<file path="src/rtl/dma_chain_pkg.sv">
package dma_chain_pkg;

    typedef enum logic [2:0] {
        ST_IDLE,
        ST_COPY_CHK,
        ST_RD,
        ST_WR,
        ST_BLK_DONE,
        ST_NEXT_CHK,
        ST_FETCH
    } dma_state_e;

    typedef enum logic [1:0] {
        STEP_UP   = 2'd0,
        STEP_DOWN = 2'd1,
        STEP_HOLD = 2'd2,
        STEP_ALT  = 2'd3
    } step_mode_e;

    // control word bit positions
    localparam int unsigned BIT_SRC_LO  = 2;
    localparam int unsigned BIT_DST_LO  = 4;
    localparam int unsigned BIT_SINGLE  = 9;
    localparam int unsigned BIT_IRQ_END = 10;
    localparam int unsigned BIT_ENABLE  = 12;
    localparam int unsigned BIT_FETCH   = 13;
    localparam int unsigned BIT_ACTIVE  = 14;

    // register indices
    localparam logic [2:0] IDX_COUNT = 3'd0;
    localparam logic [2:0] IDX_SRC   = 3'd1;
    localparam logic [2:0] IDX_DST   = 3'd2;
    localparam logic [2:0] IDX_NEXT  = 3'd3;
    localparam logic [2:0] IDX_CTRL  = 3'd4;

endpackage

</file>
<file path="src/rtl/dma_addr_stepper.sv">
module dma_addr_stepper
    import dma_chain_pkg::*;
#(
    parameter int ADDR_W = 32
) (
    input  logic [ADDR_W-1:0] addr_i,
    input  logic [1:0]        mode_i,
    output logic [ADDR_W-1:0] addr_o
);
    localparam logic [ADDR_W-1:0] UNIT = ADDR_W'(1);

    always_comb begin
        case (mode_i)
            STEP_DOWN: addr_o = addr_i - UNIT;
            STEP_HOLD: addr_o = addr_i;
            default:   addr_o = addr_i + UNIT;   // STEP_UP and STEP_ALT
        endcase
    end
endmodule

</file>
<file path="src/rtl/dma_desc_loader.sv">
module dma_desc_loader #(
    parameter int ADDR_W = 32,
    parameter int WORDS  = 4
) (
    input  logic                     clk,
    input  logic                     rst_n,
    input  logic                     start_i,
    input  logic [ADDR_W-1:0]        base_i,
    input  logic                     ready_i,
    output logic                     valid_o,
    output logic [ADDR_W-1:0]        addr_o,
    output logic                     take_o,
    output logic [$clog2(WORDS)-1:0] idx_o,
    output logic                     last_o
);
    localparam int IW    = $clog2(WORDS);
    localparam int SHIFT = $clog2(ADDR_W / 8);
    localparam logic [IW-1:0] LAST_IDX = IW'(WORDS - 1);

    typedef struct packed {
        logic              active;
        logic [IW-1:0]     idx;
        logic [ADDR_W-1:0] base;
    } ld_t;

    ld_t ld_d, ld_q;

    always_comb begin
        ld_d   = ld_q;
        take_o = ld_q.active && ready_i;
        last_o = take_o && (ld_q.idx == LAST_IDX);
        if (start_i) begin
            ld_d.active = 1'b1;
            ld_d.idx    = '0;
            ld_d.base   = base_i;
        end else if (take_o) begin
            if (last_o) ld_d.active = 1'b0;
            else        ld_d.idx    = ld_q.idx + 1'b1;
        end
    end

    always_ff @(posedge clk) begin
        if (!rst_n) ld_q <= '0;
        else        ld_q <= ld_d;
    end

    assign valid_o = ld_q.active;
    assign idx_o   = ld_q.idx;
    assign addr_o  = ld_q.base + ({{(ADDR_W-IW){1'b0}}, ld_q.idx} << SHIFT);
endmodule

</file>
<file path="src/rtl/dma_chain_channel.sv">
module dma_chain_channel
    import dma_chain_pkg::*;
#(
    parameter int ADDR_W = 32,
    parameter int CNT_W  = 16
) (
    input  logic              clk,
    input  logic              rst_n,
    input  logic              reg_wr,
    input  logic [2:0]        reg_waddr,
    input  logic [ADDR_W-1:0] reg_wdata,
    input  logic [2:0]        reg_raddr,
    output logic [ADDR_W-1:0] reg_rdata,
    output logic              mem_req,
    output logic              mem_we,
    output logic [ADDR_W-1:0] mem_addr,
    output logic [7:0]        mem_wdata,
    input  logic              mem_ack,
    input  logic [7:0]        mem_rdata,
    output logic              fetch_valid,
    output logic [ADDR_W-1:0] fetch_addr,
    input  logic              fetch_ready,
    input  logic [ADDR_W-1:0] fetch_data,
    output logic              done_pulse
);
    localparam int DESC_WORDS = 4;
    localparam int IW         = $clog2(DESC_WORDS);
    localparam int N_PTR      = 2;          // source and destination steppers

    typedef struct packed {
        dma_state_e        st;
        logic [ADDR_W-1:0] cnt;
        logic [ADDR_W-1:0] src;
        logic [ADDR_W-1:0] dst;
        logic [ADDR_W-1:0] nxt;
        logic [ADDR_W-1:0] ctl;
        logic [7:0]        byte_hold;
        logic              run;
    } chan_t;

    chan_t r_d, r_q;

    logic [CNT_W-1:0]  blk_left;
    logic              chain_end;
    logic              en_rise;
    logic              ld_start, ld_take, ld_last;
    logic [IW-1:0]     ld_idx;
    logic [ADDR_W-1:0] step_cur [N_PTR];
    logic [1:0]        step_mode[N_PTR];
    logic [ADDR_W-1:0] step_nxt [N_PTR];

    assign blk_left  = r_q.cnt[CNT_W-1:0];
    assign chain_end = r_q.ctl[BIT_SINGLE] || (r_q.nxt == '0);
    assign en_rise   = reg_wdata[BIT_ENABLE] && !r_q.ctl[BIT_ENABLE];

    always_comb begin
        step_cur[0]  = r_q.src;
        step_cur[1]  = r_q.dst;
        step_mode[0] = r_q.ctl[BIT_SRC_LO +: 2];
        step_mode[1] = r_q.ctl[BIT_DST_LO +: 2];
    end

    for (genvar g = 0; g < N_PTR; g++) begin : g_step
        dma_addr_stepper #(.ADDR_W(ADDR_W)) u_step (
            .addr_i (step_cur[g]),
            .mode_i (step_mode[g]),
            .addr_o (step_nxt[g])
        );
    end

    dma_desc_loader #(.ADDR_W(ADDR_W), .WORDS(DESC_WORDS)) u_loader (
        .clk     (clk),
        .rst_n   (rst_n),
        .start_i (ld_start),
        .base_i  (r_q.nxt),
        .ready_i (fetch_ready),
        .valid_o (fetch_valid),
        .addr_o  (fetch_addr),
        .take_o  (ld_take),
        .idx_o   (ld_idx),
        .last_o  (ld_last)
    );

    always_comb begin
        r_d      = r_q;
        ld_start = 1'b0;
        case (r_q.st)
            ST_IDLE: begin
                if (reg_wr) begin
                    case (reg_waddr)
                        IDX_COUNT: r_d.cnt = reg_wdata;
                        IDX_SRC:   r_d.src = reg_wdata;
                        IDX_DST:   r_d.dst = reg_wdata;
                        IDX_NEXT:  r_d.nxt = reg_wdata;
                        IDX_CTRL: begin
                            r_d.ctl             = reg_wdata;
                            r_d.ctl[BIT_FETCH]  = 1'b0;
                            r_d.ctl[BIT_ACTIVE] = r_q.ctl[BIT_ACTIVE];
                            if (reg_wdata[BIT_FETCH]) begin
                                r_d.st  = ST_NEXT_CHK;
                                r_d.run = en_rise;
                            end else if (en_rise) begin
                                r_d.st              = ST_COPY_CHK;
                                r_d.run             = 1'b1;
                                r_d.ctl[BIT_ACTIVE] = 1'b1;
                            end
                        end
                        default: ;
                    endcase
                end
            end
            ST_COPY_CHK: begin
                r_d.st = (blk_left == '0) ? ST_BLK_DONE : ST_RD;
            end
            ST_RD: begin
                if (mem_ack) begin
                    r_d.byte_hold = mem_rdata;
                    r_d.src       = step_nxt[0];
                    r_d.st        = ST_WR;
                end
            end
            ST_WR: begin
                if (mem_ack) begin
                    r_d.dst              = step_nxt[1];
                    r_d.cnt[CNT_W-1:0]   = blk_left - 1'b1;
                    r_d.st               = (blk_left == CNT_W'(1)) ? ST_BLK_DONE : ST_RD;
                end
            end
            ST_BLK_DONE: begin
                r_d.st  = ST_NEXT_CHK;
                r_d.run = 1'b1;
            end
            ST_NEXT_CHK: begin
                if (chain_end) begin
                    r_d.ctl[BIT_ENABLE] = 1'b0;
                    r_d.ctl[BIT_ACTIVE] = 1'b0;
                    r_d.run             = 1'b0;
                    r_d.st              = ST_IDLE;
                end else begin
                    ld_start = 1'b1;
                    r_d.st   = ST_FETCH;
                end
            end
            ST_FETCH: begin
                if (ld_take) begin
                    case (ld_idx)
                        2'd0:    r_d.cnt = fetch_data;
                        2'd1:    r_d.src = fetch_data;
                        2'd2:    r_d.dst = fetch_data;
                        default: r_d.nxt = fetch_data;
                    endcase
                end
                if (ld_last) begin
                    if (r_q.run) begin
                        r_d.st              = ST_COPY_CHK;
                        r_d.ctl[BIT_ACTIVE] = 1'b1;
                    end else begin
                        r_d.st = ST_IDLE;
                    end
                end
            end
            default: r_d.st = ST_IDLE;
        endcase
    end

    always_ff @(posedge clk) begin
        if (!rst_n) r_q <= '0;
        else        r_q <= r_d;
    end

    assign mem_req   = (r_q.st == ST_RD) || (r_q.st == ST_WR);
    assign mem_we    = (r_q.st == ST_WR);
    assign mem_addr  = (r_q.st == ST_WR) ? r_q.dst : r_q.src;
    assign mem_wdata = r_q.byte_hold;

    assign done_pulse = ((r_q.st == ST_BLK_DONE) && !r_q.ctl[BIT_IRQ_END]) ||
                        ((r_q.st == ST_NEXT_CHK) && chain_end && r_q.ctl[BIT_IRQ_END]);

    always_comb begin
        case (reg_raddr)
            IDX_COUNT: reg_rdata = r_q.cnt;
            IDX_SRC:   reg_rdata = r_q.src;
            IDX_DST:   reg_rdata = r_q.dst;
            IDX_NEXT:  reg_rdata = r_q.nxt;
            IDX_CTRL:  reg_rdata = r_q.ctl;
            default:   reg_rdata = '0;
        endcase
    end
endmodule

</file>
<file path="config.mk">
export PLATFORM = sky130hd
export DESIGN_NAME = dma_chain_channel
export DESIGN_NICKNAME = d
export VERILOG_FILES = /design/src/rtl/dma_chain_pkg.sv /design/src/rtl/dma_addr_stepper.sv /design/src/rtl/dma_desc_loader.sv /design/src/rtl/dma_chain_channel.sv
export SDC_FILE = /design/constraint.sdc
export NUM_CORES = 1
export LEC_CHECK = 0
export BUFFER_PORTS_ARGS = -buffer_cell sky130_fd_sc_hd__clkbuf_2
export CAP_MARGIN = 20
export CORE_UTILIZATION = 48
export CTS_CLUSTER_SIZE = 28
export DETAILED_ROUTE_END_ITERATION = 7
export GPL_TIMING_DRIVEN = 0
export MAX_ROUTING_LAYER = met4
export PLACE_DENSITY = 0.76
export SLEW_MARGIN = 20
export SYNTH_ARGS = -nofsm -noshare
export SYNTH_HDL_FRONTEND = slang
export SYNTH_SLANG_ARGS = --single-unit
</file>
<file path="constraint.sdc">
create_clock -name clk -period 3.4 [get_ports clk]
set_clock_uncertainty 0.15 [all_clocks]
set_input_delay 0.51 -clock clk [delete_from_list [all_inputs] [get_ports clk]]
set_output_delay 0.51 -clock clk [all_outputs]
set_load 0.02 [all_outputs]
</file>
==> Word-level counts from Yosys, hierarchy flattened <==
Index checks and enable logic that the tools add are counted.
{ "totals": {"ff_bits": 206, "in_bits": 83, "output_inout_bits": 108, "elab_cells": 157} }
{ "op_classes": {"add_sub_neg": 7, "eq_ne": 43, "n_mux": 51, "bitwise_logic": 2, "reduce_logical": 40} }
{ "ops": {"columns": ["op", "n"], "rows": [
  ["32-bit two-way mux", 12],
  ["32-bit case mux with 2 select lines", 3],
  ["32-bit case mux with 3 select lines", 2],
  ["163-bit two-way mux", 1],
  ["32-bit case mux with 5 select lines", 1],
  ["128-bit two-way mux", 1],
  ["32-bit by 1-bit adder with 32-bit output, second input constant", 2],
  ["32-bit by 1-bit subtractor with 32-bit output, second input constant", 2],
  ["16-bit case mux with 3 select lines", 1],
  ["3-bit two-way mux", 11],
  ["32-bit by 4-bit adder with 32-bit output", 1],
  ["32-bit zero test", 1],
  ["16-bit case mux with 2 select lines", 1],
  ["2-bit != test, second input constant", 11],
  ["3-bit case mux with 7 select lines", 1],
  ["3-bit by 2-bit == test with 1-bit output, second input constant", 6],
  ["2-bit by 1-bit != test with 1-bit output, second input constant", 9],
  ["16-bit by 1-bit == test with 1-bit output, second input constant", 1],
  ["16-bit zero test", 1],
  ["16-bit two-way mux", 1],
  ["16-bit by 1-bit subtractor with 16-bit output, second input constant", 1],
  ["3-bit == test, second input constant", 5],
  ["5-bit AND reduction", 3],
  ["7-bit AND reduction", 2],
  ["24 further kinds", 63]
]} }

==> Longest topological paths before layout <==
{ "depth": {"word_depth": 7, "ltp_mapped": 14, "mapped_depth_nobuf": 10} }

==> Hierarchy <==
Synthesis repeated with hierarchy kept, for this count alone.
{ "hier_totals": {"hier_cells": 2287, "area_unflattened_um2": 16599.7} }
{ "by_module_without_submodules": {"columns": ["mod", "instances", "cells_per_inst", "area_per_inst_um2", "seq_area_each_um2"], "rows": [
  ["dma_chain_channel", 1, 1366, 10243.6, 3423.3],
  ["dma_addr_stepper", 2, 358, 2184.6, 0.0],
  ["dma_desc_loader", 1, 205, 1986.9, 700.7]
]} }

==> Worst setup path before layout <==
No wires, ideal clock.
{ "synth_path": {"path_type": "register to register", "startpoint": "reg r_q[14] (netlist name)", "endpoint": "reg r_q[103] (netlist name)", "arrival_time_ns": 3.231, "t_required_ns": 3.192, "slack_ns": -0.039, "path_stages_with_launch": 15, "path_buffers": 4, "synth_period_minus_slack_ns": 3.439, "path_cell_list": "dfxtp_1 > nand2b_1 > buf_2 > buf_2 > buf_1 > buf_1 > xnor2_1 > ha_1 > nand2_1 > nor4b_1 > o221ai_1 > a21oi_1 > o2111ai_1 > a221oi_1 > o21a_1"} }
{ "synth_via": {"elab_chain_cells": 4} }
{ "synth_lines": {"columns": ["item", "line", "source"], "rows": [
  ["start, declared", "dma_chain_channel.sv:41", "chan_t r_d, r_q;"],
  ["start signal, assigned", "dma_chain_channel.sv:168", "else r_q <= r_d;"],
  ["2-bit == test / 2-bit by 1-bit == test with 1-bit output (equally long branches)", "dma_addr_stepper.sv:13", "case (mode_i)"],
  ["32-bit case mux with 2 select lines", "dma_addr_stepper.sv:13", null],
  ["32-bit two-way mux", "dma_chain_channel.sv:123", "if (mem_ack) begin"],
  ["32-bit case mux with 3 select lines", "dma_chain_channel.sv:87", "case (r_q.st)"]
]} }
Several ways; a longest one is shown, not always the timed one. The select of a mux whose other input is x is not followed.
A chain may end at the register's enable or synchronous reset.

==> Final worst setup path <==
{ "layout_path": {"startpoint": "reg r_q[170] (netlist name)", "endpoint": "out mem_addr[15]"} }
{ "layout_via": {"elab_chain_cells": 2} }
{ "layout_lines": {"columns": ["item", "line", "source"], "rows": [
  ["3-bit by 2-bit == test with 1-bit output", "dma_chain_channel.sv:173", "assign mem_addr = (r_q.st == ST_WR) ? r_q.dst : r_q.src;"],
  ["32-bit two-way mux", "dma_chain_channel.sv:173", null],
  ["end, declared", "dma_chain_channel.sv:16", "output logic [ADDR_W-1:0] mem_addr,"]
]} }
No other way between the ends.

==> impl_metrics.prom <==
# TYPE chip_impl_metric gauge
chip_impl_metric{name="grt_pass1_vias",unit=""} 17900
chip_impl_metric{name="grt.total_usage",unit=""} 0.499
chip_impl_metric{name="synth_xor_area_frac",unit=""} 0.0397
chip_impl_metric{name="timing.final.crit_share",unit=""} 1.00
chip_impl_metric{name="cts.sinks",unit=""} 206
chip_impl_metric{name="post-layout-total-power",unit="mW"} 6.56
chip_impl_info{name="cp_cell_sequence",value="nor2b_1, nand2_2, inv_4, clkbuf_4, buf_2, nand2_1, nand2_1, clkbuf_2"} 1
chip_impl_info{name="synth.largest_area_cell",value="dfxtp_1"} 1
chip_impl_metric{name="avgViaCountPerCell",unit=""} 7.01
chip_impl_metric{name="clkLatencyLatePin",unit="ns"} 0.55
chip_impl_metric{name="synth_top_area_frac",unit=""} 0.275
chip_impl_metric{name="worst-slew-pin-transition",unit="ns"} 1.19
chip_impl_info{name="synth_top_family_by_area",value="simple AND/OR/NAND/NOR gates"} 1
chip_impl_metric{name="finalSetupViolations",unit=""} 2
chip_impl_metric{name="floorplan.die.height",unit="µm"} 179
chip_impl_metric{name="layout-area-overhead-vs-synth",unit="%"} 18.2
chip_impl_metric{name="power_density",unit="nW/µm²"} 371
chip_impl_metric{name="route.antenna.remaining_nets",unit=""} 0
chip_impl_info{name="top_cells_by_area_synth",value="dfxtp_1, nand2_1, mux2i_1, nor2_1, a21oi_1"} 1
chip_impl_metric{name="dr.pass1.iters",unit=""} 8
chip_impl_metric{name="gate_count_after_technology_mapping",unit=""} 2108
chip_impl_metric{name="port-buffer-count",unit=""} 187
chip_impl_metric{name="final.min_clock_period",unit="ns"} 3.41
chip_impl_info{name="crit_path_start",value="r_q[170]"} 1
chip_impl_metric{name="yosys_warnings",unit=""} 0
chip_impl_metric{name="finalHoldWorstSlack",unit="ns"} 0.0368
chip_impl_metric{name="final-hold-violation-count",unit=""} 0
chip_impl_metric{name="routabilityCongestion",unit=""} 1.10
chip_impl_metric{name="cp_slowest_stage_delay",unit="ns"} 0.47
chip_impl_metric{name="ys_ff_latch",unit=""} 206
chip_impl_metric{name="mappedNetlistArea",unit="µm²"} 15000
chip_impl_metric{name="layout_setup_ws",unit="ns"} -0.0137
chip_impl_metric{name="synthesis.area_per_instance",unit="µm²"} 7.11
chip_impl_metric{name="finish.instance_area",unit="µm²"} 17700
chip_impl_metric{name="antenna_found_initial",unit=""} 4
chip_impl_metric{name="final_net_count",unit=""} 2423
chip_impl_metric{name="post_route_cells_drive_above_1_share",unit=""} 0.153
chip_impl_info{name="hold_path_startpoint",value="mem_rdata[6]"} 1
chip_impl_metric{name="fp-row-count",unit=""} 64
chip_impl_metric{name="drt_iter0_drc",unit=""} 2995
chip_impl_info{name="status",value="complete, but fails checks"} 1
chip_impl_metric{name="syn-num-nets",unit=""} 2208
chip_impl_metric{name="seq_area_frac_synth",unit=""} 0.275
chip_impl_info{name="rr_startpoint",value="r_q[121]"} 1
chip_impl_info{name="failed_checks",value="setup timing"} 1
chip_impl_info{name="hp-class",value="input pin to flip-flop"} 1
chip_impl_info{name="criticalPathCategory",value="flip-flop to output pin"} 1
chip_impl_metric{name="totalWireLength",unit="µm"} 79100
chip_impl_info{name="cp_common_cell",value="nand2_1"} 1
chip_impl_metric{name="initial_utilization",unit=""} 0.489
chip_impl_metric{name="grt_remaining_overflow",unit=""} 0
chip_impl_metric{name="clk_transition_reported_paths",unit="ns"} 0.06
chip_impl_metric{name="cts-buffers-inserted",unit=""} 26
chip_impl_metric{name="worst-path-max-fanout",unit=""} 10
chip_impl_metric{name="die_area",unit="µm²"} 31900
chip_impl_metric{name="ir_worst_vdd",unit="mV"} 0.381
chip_impl_info{name="crit_path_start_kind",value="flip-flop"} 1
chip_impl_metric{name="ctsHtreeMaxLevel",unit=""} 1
chip_impl_info{name="critPathCaptureType",value="output pin"} 1
chip_impl_info{name="tritoncts",value="yes"} 1
chip_impl_info{name="rsz0062_at_grt",value="yes"} 1
chip_impl_metric{name="report.final.slew_viol_count",unit=""} 0
chip_impl_metric{name="maxCapViolCount",unit=""} 0
chip_impl_metric{name="critical_path_required",unit="ns"} 2.74
chip_impl_metric{name="io_pins",unit=""} 191
chip_impl_metric{name="route.detailed.drc",unit=""} 0
chip_impl_metric{name="critPathArrivalTime",unit="ns"} 2.75
chip_impl_metric{name="synth_compound_area_frac",unit=""} 0.265
chip_impl_metric{name="synth_simple_gate_area_frac",unit=""} 0.283
chip_impl_metric{name="synth.mux.area_fraction",unit=""} 0.0600
chip_impl_metric{name="core_region_area",unit="µm²"} 30700
chip_impl_metric{name="placed_area",unit="µm²"} 16400
chip_impl_metric{name="synthArstFlopShare",unit=""} 0
chip_impl_metric{name="clock.fmax",unit="MHz"} 293
chip_impl_metric{name="grt_pass1_wl",unit="µm"} 114000
chip_impl_info{name="clock_tree.root_cell",value="clkbuf_16"} 1
chip_impl_metric{name="clockBufferDepth",unit=""} 3
chip_impl_metric{name="average_routed_wire_per_standard_cell",unit="µm"} 28.8
chip_impl_metric{name="normalized_max_slew_margin",unit=""} 0.205
chip_impl_metric{name="synth-adder-area-share",unit=""} 0.0147
chip_impl_metric{name="synth.distinct_cells",unit=""} 83
chip_impl_metric{name="routed-via-count",unit=""} 19200
chip_impl_info{name="worst_path_cell_with_the_longest_stage_delay",value="dfxtp_1"} 1
chip_impl_metric{name="pin_count_of_the_biggest_net_entering_global_routing",unit=""} 14
chip_impl_info{name="dominantRegCellSynth",value="dfxtp_1"} 1
chip_impl_metric{name="dp_hpwl",unit="µm"} 61100
chip_impl_metric{name="synth_edf_count",unit=""} 0
chip_impl_metric{name="p_leak",unit="nW"} 6.91
chip_impl_metric{name="floorplan.die.width",unit="µm"} 179
## layout make-up
cell class | count | area [µm²]
Tap cell | 396 | 495
Fill cell | 2897 | 13000
Multi-Input combinational cell | 1669 | 10100
Clock inverter | 15 | 191
Antenna cell | 7 | 17.5
Buffer | 205 | 953
Sequential cell | 206 | 4150
Inverter | 22 | 85.1
Clock buffer | 31 | 721
Timing Repair Buffer | 193 | 981
## cell usage in the layout (no fill, tap or decap), types with 54 or more instances in the layout
cell	n
mux2i_1	81
nor3_1	77
a211oi_1	54
xnor2_1	58
nand3_1	61
a21oi_1	129
clkbuf_2	196
dfxtp_1	199
nor2_1	207
nand2_1	338
clkbuf_1	144
o21ai_0	125
## cells in the mapped netlist, types with 8 or more instances
library cell,n
nor2b_1,9
nor3b_1,12
xnor2_1,58
or4_1,22
ha_1,16
nand4_1,29
nand2_1,339
a221oi_1,17
o21a_1,10
nand3_1,63
o211ai_1,8
nand2b_1,14
and2_1,12
a31oi_1,34
o32ai_1,10
nor2_1,210
o22ai_1,15
buf_1,23
a22oi_1,52
nor4b_1,9
clkbuf_1,164
dfxtp_1,206
buf_4,11
or3_1,23
o21ai_0,129
nor4_1,27
a21oi_1,130
buf_2,12
a221o_1,34
nor3_1,79
o31ai_1,14
and3_1,22
a21o_1,8
mux2i_1,82
inv_1,18
xor2_1,10
a211oi_1,55
## where the power goes
group | internal (mW) | switching, mW
combinational | 0.302 | 0.709
sequential | 2.47 | 0.0839
clock | 1.81 | 1.19
## metal layers
metal  up-vias  global-route usage  share of wire
met5         -                   -              0
met4         0               0.377          0.092
met3       506               0.127           0.13
met2      1710               0.745           0.43
met1      8866               0.574           0.35
li1       8151                   -              -
## metrics by stage
stage	instances	utilization	setup slack, ns	TNS [ns]
after floorplan	2108	-	0.0732	0
after global placement	2691	0.535	-1.95	-44.94
after detailed placement	2691	0.536	-1.85	-42.65
after CTS	2738	0.573	0.00860	0
after global routing	2742	0.577	-0.00648	-0.00694
final	2744	0.578	-0.0137	-0.0201
## logic make-up (layout without fill, tap and decap cells)
kind of cell / after synthesis / after routing
simple gates: 903 / 903
flops: 206 / 206
other cells: 0 / 7
buf+inv: 233 / 466
compound gates: 593 / 593
xor+xnor: 68 / 68
fa+ha+maj: 17 / 17
mux: 88 / 88
## critical path: cells and delay by family (launching register included)
kind	cells	cell delay [ns]
flip-flops	1	0.47
buffers and inverters	4	0.97
AND/OR/NAND/NOR	4	0.76
## what timing repair did
item | in CTS | in global routing
pin swaps | 5 | 7
endpoints found under the setup margin | 91 | 64
resized for setup | 77 | 44
cloned | 0 | 0
hold buffers | 0 | 0
setup buffers | 5 | 1
## flip-flops by register name, indices dropped and copies added (netlist names)
name and cells:
blk_left 16, mem_wdata 8, r_q 147, u_loader.idx_o 2, u_loader.ld_q 32, u_loader.valid_o 1
## worst paths after layout
path                                endpoint  slack (ns)  depth (start not counted)
worst max-delay path            mem_addr[15]       -0.01                          8
worst min-delay path            mem_wdata[6]        0.04                          3
worst max register to register      r_q[128]        0.01                          8
worst min register to register  mem_wdata[4]        0.30                          2
Power figures use the tool's default switching activity.
